### config.mk
export PLATFORM = sky130hd
export DESIGN_NAME = gi_postfix_window
export DESIGN_NICKNAME = d
export VERILOG_FILES = /design/src/rtl/gpw_pkg.sv /design/src/rtl/gpw_half_sum.sv /design/src/rtl/gpw_gi_buf.sv /design/src/rtl/gpw_ctrl.sv /design/src/rtl/gi_postfix_window.sv
export SDC_FILE = /design/constraint.sdc
export NUM_CORES = 1
export LEC_CHECK = 0
export ABC_AREA = 0
export BUFFER_PORTS_ARGS = -buffer_cell sky130_fd_sc_hd__buf_2
export CAP_MARGIN = 0
export CORE_AREA = 2 2 206 208
export DETAILED_ROUTE_END_ITERATION = 7
export DIE_AREA = 0 0 208 210
export MAX_ROUTING_LAYER = met4
export PLACE_DENSITY = 0.82
export RECOVER_POWER = 50
export SLEW_MARGIN = 40
export SYNTH_ARGS = -nofsm -noshare
export SYNTH_HDL_FRONTEND = slang
export SYNTH_SLANG_ARGS = --single-unit
### constraint.sdc
create_clock -name clk -period 5.7 [get_ports clk]
set_input_delay 0.57 -clock clk [delete_from_list [all_inputs] [get_ports clk]]
set_output_delay 0.57 -clock clk [all_outputs]
set_load 0.02 [all_outputs]
### src/rtl/gpw_pkg.sv
`timescale 1ns/1ps
package gpw_pkg;

  typedef enum logic [1:0] {
    ST_PASS   = 2'd0,
    ST_REPLAY = 2'd1,
    ST_TAIL   = 2'd2
  } gpw_state_e;

  typedef enum logic [1:0] {
    SEL_IN   = 2'd0,
    SEL_WIN  = 2'd1,
    SEL_BUF  = 2'd2,
    SEL_TAIL = 2'd3
  } gpw_sel_e;

endpackage

### src/rtl/gpw_half_sum.sv
`timescale 1ns/1ps
// Average of two signed samples: widened sum, arithmetic shift by one.
module gpw_half_sum #(
  parameter int W = 16
) (
  input  logic [W-1:0] a,
  input  logic [W-1:0] b,
  output logic [W-1:0] y
);
  logic [W:0] sum;

  assign sum = {a[W-1], a} + {b[W-1], b};
  assign y   = sum[W:1];
endmodule

### src/rtl/gpw_gi_buf.sv
`timescale 1ns/1ps
// Guard-interval sample store: one write port, one read port.
module gpw_gi_buf #(
  parameter int WIDTH = 32,
  parameter int DEPTH = 16,
  localparam int AW = $clog2(DEPTH)
) (
  input  logic             clk,
  input  logic             we,
  input  logic [AW-1:0]    waddr,
  input  logic [WIDTH-1:0] wdata,
  input  logic [AW-1:0]    raddr,
  output logic [WIDTH-1:0] rdata
);
  logic [WIDTH-1:0] mem [DEPTH];

  for (genvar e = 0; e < DEPTH; e++) begin : g_entry
    logic hit;
    assign hit = we && (waddr == AW'(e));
    always_ff @(posedge clk) begin
      if (hit) begin
        mem[e] <= wdata;
      end
    end
  end

  assign rdata = mem[raddr];
endmodule

### src/rtl/gpw_ctrl.sv
`timescale 1ns/1ps
// Symbol sequencer: forward, replay, tail.
module gpw_ctrl
  import gpw_pkg::*;
#(
  parameter int SYM_LEN   = 64,
  parameter int GI_LEN    = 16,
  parameter int SHORT_LEN = 16,
  localparam int CNT_W = $clog2(SYM_LEN),
  localparam int GI_W  = $clog2(GI_LEN)
) (
  input  logic            clk,
  input  logic            rst_n,
  input  logic            in_valid,
  input  logic            in_sos,
  input  logic            in_short,
  input  logic            in_last,
  input  logic            adv,
  output logic            in_ready,
  output logic            emit,
  output gpw_sel_e        sel,
  output logic            buf_we,
  output logic [GI_W-1:0] buf_waddr,
  output logic [GI_W-1:0] buf_raddr,
  output logic            cap_cur,
  output logic            load_prev,
  output logic            clr_prev
);
  localparam logic [CNT_W-1:0] LONG_END  = CNT_W'(SYM_LEN - 1);
  localparam logic [CNT_W-1:0] SHORT_END = CNT_W'(SHORT_LEN - 1);
  localparam logic [CNT_W-1:0] CAP_IDX   = CNT_W'(GI_LEN);
  localparam logic [GI_W-1:0]  GI_END    = GI_W'(GI_LEN - 1);

  gpw_state_e       state_q, state_d;
  logic [CNT_W-1:0] cnt_q, cnt_d;
  logic [GI_W-1:0]  rcnt_q, rcnt_d;
  logic             short_q, short_d;
  logic             last_q, last_d;

  logic [CNT_W-1:0] eff_idx;
  logic             eff_short;
  logic             eff_last;
  logic             acc;
  logic             at_end;

  assign in_ready  = (state_q == ST_PASS) && adv;
  assign eff_idx   = in_sos ? '0 : cnt_q;
  assign eff_short = in_sos ? in_short : short_q;
  assign eff_last  = in_sos ? in_last : last_q;
  assign acc       = in_valid && in_ready;
  assign at_end    = (eff_idx == (eff_short ? SHORT_END : LONG_END));
  assign buf_waddr = eff_idx[GI_W-1:0];
  assign buf_raddr = rcnt_q;

  always_comb begin
    state_d   = state_q;
    cnt_d     = cnt_q;
    rcnt_d    = rcnt_q;
    short_d   = short_q;
    last_d    = last_q;
    emit      = 1'b0;
    sel       = SEL_IN;
    buf_we    = 1'b0;
    cap_cur   = 1'b0;
    load_prev = 1'b0;
    clr_prev  = 1'b0;
    unique case (state_q)
      ST_PASS: begin
        emit = in_valid;
        sel  = (eff_idx == '0) ? SEL_WIN : SEL_IN;
        if (acc) begin
          buf_we  = !eff_short && (eff_idx < CAP_IDX);
          cap_cur = eff_short ? (eff_idx == '0) : (eff_idx == CAP_IDX);
          short_d = eff_short;
          last_d  = eff_last;
          cnt_d   = eff_idx + CNT_W'(1);
          if (at_end) begin
            cnt_d = '0;
            if (!eff_short) begin
              state_d = ST_REPLAY;
              rcnt_d  = '0;
            end else begin
              load_prev = 1'b1;
              if (eff_last) begin
                state_d = ST_TAIL;
              end
            end
          end
        end
      end
      ST_REPLAY: begin
        emit = 1'b1;
        sel  = SEL_BUF;
        if (adv) begin
          rcnt_d = rcnt_q + GI_W'(1);
          if (rcnt_q == GI_END) begin
            rcnt_d    = '0;
            load_prev = 1'b1;
            state_d   = last_q ? ST_TAIL : ST_PASS;
          end
        end
      end
      ST_TAIL: begin
        emit = 1'b1;
        sel  = SEL_TAIL;
        if (adv) begin
          clr_prev = 1'b1;
          state_d  = ST_PASS;
        end
      end
      default: begin
        state_d = ST_PASS;
      end
    endcase
  end

  always_ff @(posedge clk or negedge rst_n) begin
    if (!rst_n) begin
      state_q <= ST_PASS;
      cnt_q   <= '0;
      rcnt_q  <= '0;
      short_q <= 1'b0;
      last_q  <= 1'b0;
    end else begin
      state_q <= state_d;
      cnt_q   <= cnt_d;
      rcnt_q  <= rcnt_d;
      short_q <= short_d;
      last_q  <= last_d;
    end
  end
endmodule

### src/rtl/gi_postfix_window.sv
`timescale 1ns/1ps
// Guard-interval postfix generator with one-sample overlap window.
module gi_postfix_window
  import gpw_pkg::*;
#(
  parameter int DATA_W    = 16,
  parameter int SYM_LEN   = 64,
  parameter int GI_LEN    = 16,
  parameter int SHORT_LEN = 16
) (
  input  logic              clk,
  input  logic              rst_n,
  input  logic              in_valid,
  output logic              in_ready,
  input  logic              in_sos,
  input  logic              in_short,
  input  logic              in_last,
  input  logic [DATA_W-1:0] in_re,
  input  logic [DATA_W-1:0] in_im,
  output logic              out_valid,
  input  logic              out_ready,
  output logic [DATA_W-1:0] out_re,
  output logic [DATA_W-1:0] out_im
);
  localparam int PW   = 2 * DATA_W;
  localparam int GI_W = $clog2(GI_LEN);

  logic [1:0]      rst_pipe;
  logic            rst_int_n;
  logic            adv;
  logic            emit;
  gpw_sel_e        sel;
  logic            buf_we;
  logic [GI_W-1:0] buf_waddr;
  logic [GI_W-1:0] buf_raddr;
  logic            cap_cur;
  logic            load_prev;
  logic            clr_prev;

  logic [PW-1:0]   in_data;
  logic [PW-1:0]   buf_rdata;
  logic [PW-1:0]   cur_cont_q;
  logic [PW-1:0]   prev_cont_q;
  logic [PW-1:0]   win_a;
  logic [PW-1:0]   win_y;
  logic [PW-1:0]   next_data;
  logic [PW-1:0]   out_data_q;
  logic            out_valid_q;

  // Reset: asserted asynchronously, released on the clock.
  always_ff @(posedge clk or negedge rst_n) begin
    if (!rst_n) begin
      rst_pipe <= '0;
    end else begin
      rst_pipe <= {rst_pipe[0], 1'b1};
    end
  end
  assign rst_int_n = rst_pipe[1];

  assign in_data = {in_re, in_im};
  assign adv     = !out_valid_q || out_ready;

  gpw_ctrl #(
    .SYM_LEN  (SYM_LEN),
    .GI_LEN   (GI_LEN),
    .SHORT_LEN(SHORT_LEN)
  ) u_ctrl (
    .clk      (clk),
    .rst_n    (rst_int_n),
    .in_valid (in_valid),
    .in_sos   (in_sos),
    .in_short (in_short),
    .in_last  (in_last),
    .adv      (adv),
    .in_ready (in_ready),
    .emit     (emit),
    .sel      (sel),
    .buf_we   (buf_we),
    .buf_waddr(buf_waddr),
    .buf_raddr(buf_raddr),
    .cap_cur  (cap_cur),
    .load_prev(load_prev),
    .clr_prev (clr_prev)
  );

  gpw_gi_buf #(
    .WIDTH(PW),
    .DEPTH(GI_LEN)
  ) u_buf (
    .clk  (clk),
    .we   (buf_we),
    .waddr(buf_waddr),
    .wdata(in_data),
    .raddr(buf_raddr),
    .rdata(buf_rdata)
  );

  // One shared averager: the window edge uses the input sample, the tail uses zero.
  assign win_a = (sel == SEL_TAIL) ? '0 : in_data;

  for (genvar lane = 0; lane < 2; lane++) begin : g_lane
    gpw_half_sum #(.W(DATA_W)) u_avg (
      .a(win_a[lane*DATA_W +: DATA_W]),
      .b(prev_cont_q[lane*DATA_W +: DATA_W]),
      .y(win_y[lane*DATA_W +: DATA_W])
    );
  end

  always_comb begin
    unique case (sel)
      SEL_IN:   next_data = in_data;
      SEL_WIN:  next_data = win_y;
      SEL_BUF:  next_data = buf_rdata;
      SEL_TAIL: next_data = win_y;
      default:  next_data = in_data;
    endcase
  end

  always_ff @(posedge clk or negedge rst_int_n) begin
    if (!rst_int_n) begin
      cur_cont_q  <= '0;
      prev_cont_q <= '0;
    end else begin
      if (cap_cur) begin
        cur_cont_q <= in_data;
      end
      if (clr_prev) begin
        prev_cont_q <= '0;
      end else if (load_prev) begin
        prev_cont_q <= cur_cont_q;
      end
    end
  end

  always_ff @(posedge clk or negedge rst_int_n) begin
    if (!rst_int_n) begin
      out_valid_q <= 1'b0;
      out_data_q  <= '0;
    end else begin
      if (adv) begin
        out_valid_q <= emit;
      end
      if (adv && emit) begin
        out_data_q <= next_data;
      end
    end
  end

  assign out_valid = out_valid_q;
  assign out_re    = out_data_q[PW-1:DATA_W];
  assign out_im    = out_data_q[DATA_W-1:0];
endmodule

# Word-level counts from Yosys, hierarchy flattened
# Memory sizes are Yosys's and may differ from the RTL's.
# Cells that the tools add are included.
dict set report totals {
  register_bits 113
  latchBits 0
  mem_bits_rw 512
  mem_bits_ro 0
  output_inout_bits 34
  memories 1
}
dict set report classes {
  add_sub_neg 4
  mul 0
  div_mod_pow 0
  magnitude_cmp 1
  eq_ne 30
  shifts 0
  n_mux 117
  bitwise_logic 0
  reduce_logical 49
}
# name depth word_bits read_ports rd_clocked_by_memory_dff write_ports line_no
set mem_list {}
lappend mem_list {u_buf.mem 16 32 1 0 1 gpw_gi_buf.sv:15} ;# logic [WIDTH-1:0] mem [DEPTH];
# op n
set op_table {}
lappend op_table {{$mux W32} 18}
lappend op_table {{$reduce_or A32 Y1} 15}
lappend op_table {{$pmux W32 S3} 1}
lappend op_table {{$mux W4} 20}
lappend op_table {{$mux W1} 62}
lappend op_table {{$eq A4 B4 Y1 const B} 9}
lappend op_table {{$add A16 B16 Y17} 2}
lappend op_table {{$logic_and A1 B1 Y1} 20}
lappend op_table {{$mux W6} 3}
lappend op_table {{$eq A4 B3 Y1 const B} 4}
lappend op_table {{$mux W2} 8}
lappend op_table {{$pmux W2 S3} 2}
lappend op_table {{$eq A4 B2 Y1 const B} 2}
lappend op_table {{$pmux W4 S2} 1}
lappend op_table {{$add A6 B1 Y6 const B} 1}
lappend op_table {{$eq A2 B2 Y1 const B} 3}
lappend op_table {{$eq A6 B5 Y1 const B} 1}
lappend op_table {{$eq A6 B6 Y1} 1}
lappend op_table {{$logic_not A6 Y1} 1}
lappend op_table {{$lt A6 B5 Y1 const B} 1}
lappend op_table {{$ne A2 B1 Y1 const B} 3}
lappend op_table {{$ne A2 B2 Y1 const B} 3}
lappend op_table {{$reduce_and A6 Y1} 1}
lappend op_table {{$reduce_and A5 Y1} 1}
lappend op_table {{other kinds (12)} 18}

# Logic depth before layout (Yosys ltp)
dict set report depth {
  word_depth 25
  ltp_mapped 11
  mapped_depth_nobuf 11
}

# Cells and area by module
# Synthesis repeated with hierarchy kept, for this count alone.
dict set report hier_totals {
  hier_cells 1595
  hier_area_um2 26989.6
}
# mod instances cells_each area_each_um2 seq_area_each_um2
set modules_own_cells {}
lappend modules_own_cells {gpw_gi_buf 1 806 19194.7 15374.7}
lappend modules_own_cells {gi_postfix_window 1 431 5066.1 2477.4}
lappend modules_own_cells {gpw_half_sum 2 111 774.5 0.0}
lappend modules_own_cells {gpw_ctrl 1 136 1179.9 350.3}

# Least setup slack after synthesis
# OpenSTA, ideal clock, no wires.
dict set report synth_timing {
  kind {reg2reg}
  startpoint {register u_ctrl.state_q[1]}
  endpoint {memory u_buf.mem[12][0] (enable)}
  setup_ps 461
  t_arrival_ps 3932
  path_slack_ps 1307
  path_stages_with_launch 9
  path_buffers 2
  cell_sequence {dfrtp_1 -> inv_1 -> ha_1 -> clkbuf_2 -> and2_1 -> nand2_1 -> or3_1 -> clkbuf_1 -> nor3_1}
}
dict set report synth_between {
  elab_cells_between_ends 98
}
# item line_no
set synth_rtl {}
lappend synth_rtl {{start: declaration} gpw_ctrl.sv:34} ;# gpw_state_e state_q, state_d;
lappend synth_rtl {{start signal: assignment} gpw_ctrl.sv:125} ;# state_q <= state_d;
lappend synth_rtl {{$logic_not A2 Y1 (*)} gpw_ctrl.sv:46} ;# assign in_ready = (state_q == ST_PASS) && adv;
lappend synth_rtl {{$logic_and A1 B1 Y1 (*)} gpw_ctrl.sv:46}
lappend synth_rtl {{named net in_ready} gi_postfix_window.sv:14} ;# output logic in_ready,
lappend synth_rtl {{$logic_and A1 B1 Y1 (*)} gpw_ctrl.sv:50} ;# assign acc = in_valid && in_ready;
lappend synth_rtl {{$mux W1 (*)} gpw_ctrl.sv:71} ;# if (acc) begin
lappend synth_rtl {{$mux W1 (*)} gpw_ctrl.sv:67} ;# unique case (state_q)
lappend synth_rtl {{$logic_and A1 B1 Y1 (*)} gpw_gi_buf.sv:19} ;# assign hit = we && (waddr == AW'(e));
lappend synth_rtl {{named net u_buf.g_entry[12].hit} gpw_gi_buf.sv:18} ;# logic hit;
lappend synth_rtl {{$mux W1 (*)} gpw_gi_buf.sv:21} ;# if (hit) begin
lappend synth_rtl {{$mux W1 (not written as such) (*)} gpw_gi_buf.sv:22} ;# mem[e] <= wdata;
lappend synth_rtl {{$reduce_or A32 Y1 (no source line)} -}
lappend synth_rtl {{$mux W4 (no source line) or $mux W1 (tied branches) (4 in a row)} -}
lappend synth_rtl {{end: declaration} gpw_gi_buf.sv:15}
# The timed path passes the listed nets; every way through them passes the cells marked *.

# Worst setup path after layout
dict set report layout_timing {
  startpoint {register u_ctrl.state_q[0]}
  endpoint {register out_data_q[29]}
}
dict set report layout_between {
  elab_chain_cells 6
  elab_cells_between_ends 15
}
# item line_no
set layout_rtl {}
lappend layout_rtl {{$eq A2 B2 Y1, or another cell as far along} gpw_ctrl.sv:67}
lappend layout_rtl {{$pmux W2 S3} gpw_ctrl.sv:67}
lappend layout_rtl {{$eq A2 B2 Y1} {gi_postfix_window.sv:99, gi_postfix_window.sv:110}}
lappend layout_rtl {{$mux W32} gi_postfix_window.sv:99} ;# assign win_a = (sel == SEL_TAIL) ? '0 : in_data;
lappend layout_rtl {{$add A16 B16 Y17} gpw_half_sum.sv:12} ;# assign sum = {a[W-1], a} + {b[W-1], b};
lappend layout_rtl {{$pmux W32 S3} gi_postfix_window.sv:110} ;# unique case (sel)
lappend layout_rtl {{end signal: assignment} gi_postfix_window.sv:144} ;# out_data_q <= next_data;
lappend layout_rtl {{end: declaration} gi_postfix_window.sv:47} ;# logic [PW-1:0] out_data_q;
# Parallel ways exist; a longest one is shown, timed or not.
# A chain may end at the register's enable or synchronous reset.

==> results.md <==
* EDFF count, synth at 512
* TritonCTS Buffers at 59
* Clk_lat worst skew at 630 ps
* Initial antenna violation count at 2
* Die height at 210 um
* Post-synthesis cell type count at 85
* Via count at 15579
* Worst EP required at 6210 ps
* GR Overflow Total at 0
* Peak VDD IR at 0.000322 V
* Total Power at 14.5 mW
* Cell count after synthesis at 1601
* Worst-Margin Slew at 2400 ps
* Met2 routed WL at 32.6 mm
* H-tree depth at 2
* CTS tree: built
* Status: finished with violations
* CP cell instances: inv_1, ha_1, and3b_1, fa_1, a21o_1, a311oi_1, nor4_2, o211ai_1, a2111oi_0, or3_1
* Post-CTS setup buffers at 0
* Top-area cell type share of the netlist area at 57.5%
* Vias per inst at 6.88
* Pwr Density at 490 nW/um^2
* DPL Wire Length at 38.1 mm
* Crit path max fanout at 19
* Wire length on met3 at 6.15 mm
* DRT met1 WL at 24.3 mm
* Hold Fails Final Rpt at 0
* Vias in the first global route at 15768
* Placed cell count at 2153
* Fin. max-slew vios at 79
* Clock Sinks at 625
* Synthesized area per cell at 16.7 sq um
* # DRC at 0
* Synth async-reset ratio at 18.1%
* DR pass1 iterations at 5
* Syn Nets at 1682
* Initial core utilization at 64.4%
* Fmax at 253 MHz
* RSZ-0062 raised after global routing: false
* Die footprint at 43700 sq um
* Post_cts resized at 0
* Leak at 10.0 nW
* CP Capture Type: flop
* Worst Path Class, Setup: reg2reg
* Comb power frac at 31.4%
* GRT Total Usage at 31.8%
* Synthesized cell area at 26700 sq um
* Post-DRT Antenna Nets at 0
* CP max-delay cell: a311oi_1
* P_int at 9.57 mW
* Net Sw Power at 4.89 mW
* Die Wd at 208 um
* Core area at 41500 sq um
* Port-buffer cells at 72
* Placement Cell Area at 27600 sq um
* Seq/Total Area, Yosys at 68.1%
* Ys Warns at 0
* Synth-to-layout area growth at 10.5%
* Most frequent cells in the layout: 512 x edfxtp_1, 115 x nand2_1, 110 x dfrtp_1
* Hold/Removal Path Class: in2reg
* Switching share of power at 33.8%
* Clock buffer depth at 3
* Min cycle time layout at 3950 ps
* Largest net degree at the start of global routing at 69
* Layout Cells excl Fill at 2265
* Top Metal Used: met4
* Share of layout cells above drive strength 1 at 19.5%
* First DRT Iteration DRCs at 1612
* Fin area at 29500 sq um
* Final TNS setup at 0 ps
* Delay-heaviest family, CP: compound AO/OA/AOI/OAI gates
* I/O pins at 73
* Crit-path max cell delay at 740 ps
* Period utilization at 69.3%
* Worst EP arrival at 4460 ps
* Relative slew slack at -60.1%
* Largest cells by area after synthesis: edfxtp_1 58%, dfrtp_1 11%, mux4_2 8.8%, mux2i_1 1.9%, mux2_2 1.9%
* First-pass GRT wire length at 98.9 mm
* Commonest non-fill, non-tap cell in the layout: edfxtp_1
* WL final at 66.0 mm
* Synth Register Bits at 625
* Buf+Inv Stages, Crit Path at 1
* Ys flop type: edfxtp_1
* Maxcap violations at 2
* Failing checks: max-capacitance violations, max-slew violations
* Worst-path clk slew at 70 ps
* Final RePlAce weighted congestion at 0.890
* # rows at 75
* Flop pwr share at 40.5%
* Root buffer cell: clkbuf_16
* Routed len/inst at 29.1 um
* CTS Hold Bufs at 1
* Startpoint Class: flop
* Layout Nets at 1757
* Clk_skew at 36.5 ps
* Largest area contributor in the netlist: edfxtp_1
* Final setup violation count at 0
* Clock Power Share at 28.0%
## area by class of cell
class	count	area (sq um)
flip-flops and latches	625	18200
clock inverters	31	375
well taps	539	674
multi-input cells	875	8060
diodes	2	5.00
fillers	2501	11900
inverters	15	56.3
repair buffers	100	551
clock buffers	78	1610
## through the flow
step                      hold slack (ps)  worst slack, ps  utilization [%]
after global placement                337             2080             66.4
final                                 204             1750             71.2
after global routing                  198             1150             71.2
after detailed placement              317             1980             66.6
after floorplan                       274             1310                -
after CTS                             178             1870             71.4
## synthesized netlist by cell type, drive strengths merged (6+ instances only)
cell type	instances
edfxtp	512
mux4	121
nand2	115
dfrtp	113
o21ai	87
a21oi	74
nor2	55
mux2	53
mux2i	52
buf	48
ha	40
clkbuf	38
nor2b	37
nor3	18
inv	15
a21o	14
and2	14
a31oi	12
a221oi	11
nand3	11
o21bai	11
o22ai	11
nand2b	10
or3	9
o211ai	8
a211oi	7
and3	7
o31ai	7
a22oi	6
o21a	6
## routing by layer
layer | up-vias | global-route usage (%)
met1 | 7969 | 41.0
met3 | 204 | 6.02
met2 | 893 | 50.3
met4 | 0 | 13.8
li1 | 6513 | -
met5 | - | -
## worst register-to-register path, delay by kind of cell, from the launching register on
family                   cells  cell delay, ps
buffers and inverters        1             120
AO/OA/AOI/OAI                4            1340
flip-flops                   1             420
AND/OR/NAND/NOR              3             840
adder cells (fa/ha/maj)      2            1130
## sequential cells by signal (all words and copies together), names as in the netlist
register and count:
cur_cont_q 32, out_data_q 32, out_valid 1, prev_cont_q 32
rst_pipe 2, u_buf.mem 512, u_ctrl.buf_raddr 4, u_ctrl.cnt_q 6
u_ctrl.last_q 1, u_ctrl.short_q 1, u_ctrl.state_q 2
## power groups by stage
stage / Sequential, mW / Combinational (mW) / Clock (mW)
finish: 5.86 / 4.55 / 4.05
global route: 5.90 / 4.89 / 4.27
CTS: 5.84 / 4.54 / 4.09
detailed placement: 5.93 / 4.45 / 0
global placement: 5.92 / 4.33 / 0
floorplan: 5.79 / 3.32 / 0
## path summary, 6_finish.rpt
kind / startpoint / end / slack (ps) / cells past startpoint
setup / recovery: u_ctrl.state_q[0] / out_data_q[29] / 1750 / 10
hold reg to reg: rst_pipe[0] / rst_pipe[1] / 360 / 0
max in group asynchronous: rst_pipe[1] / u_ctrl.buf_raddr[2] / 1820 / 2
hold / removal: in_last / u_ctrl.last_q / 200 / 2
min in group asynchronous: rst_n / rst_pipe[0] / 250 / 2
setup reg to reg: u_ctrl.state_q[0] / out_data_q[29] / 1750 / 10
## logic make-up (layout without fill, tap and decap cells)
kind of cell	count (synthesis)	count (layout)	share of synthesized area (%)
flip-flops	625	625	68.1
AND/OR/NAND/NOR	295	295	5.36
other	1	3	0.0140
adder cells (fa/ha/maj)	42	42	2.02
AO/OA/AOI/OAI	302	302	7.51
XOR/XNOR	9	9	0.295
buffers and inverters	101	224	2.09
multiplexers	226	226	14.6
Note: power is estimated with default switching activity, not from simulation.
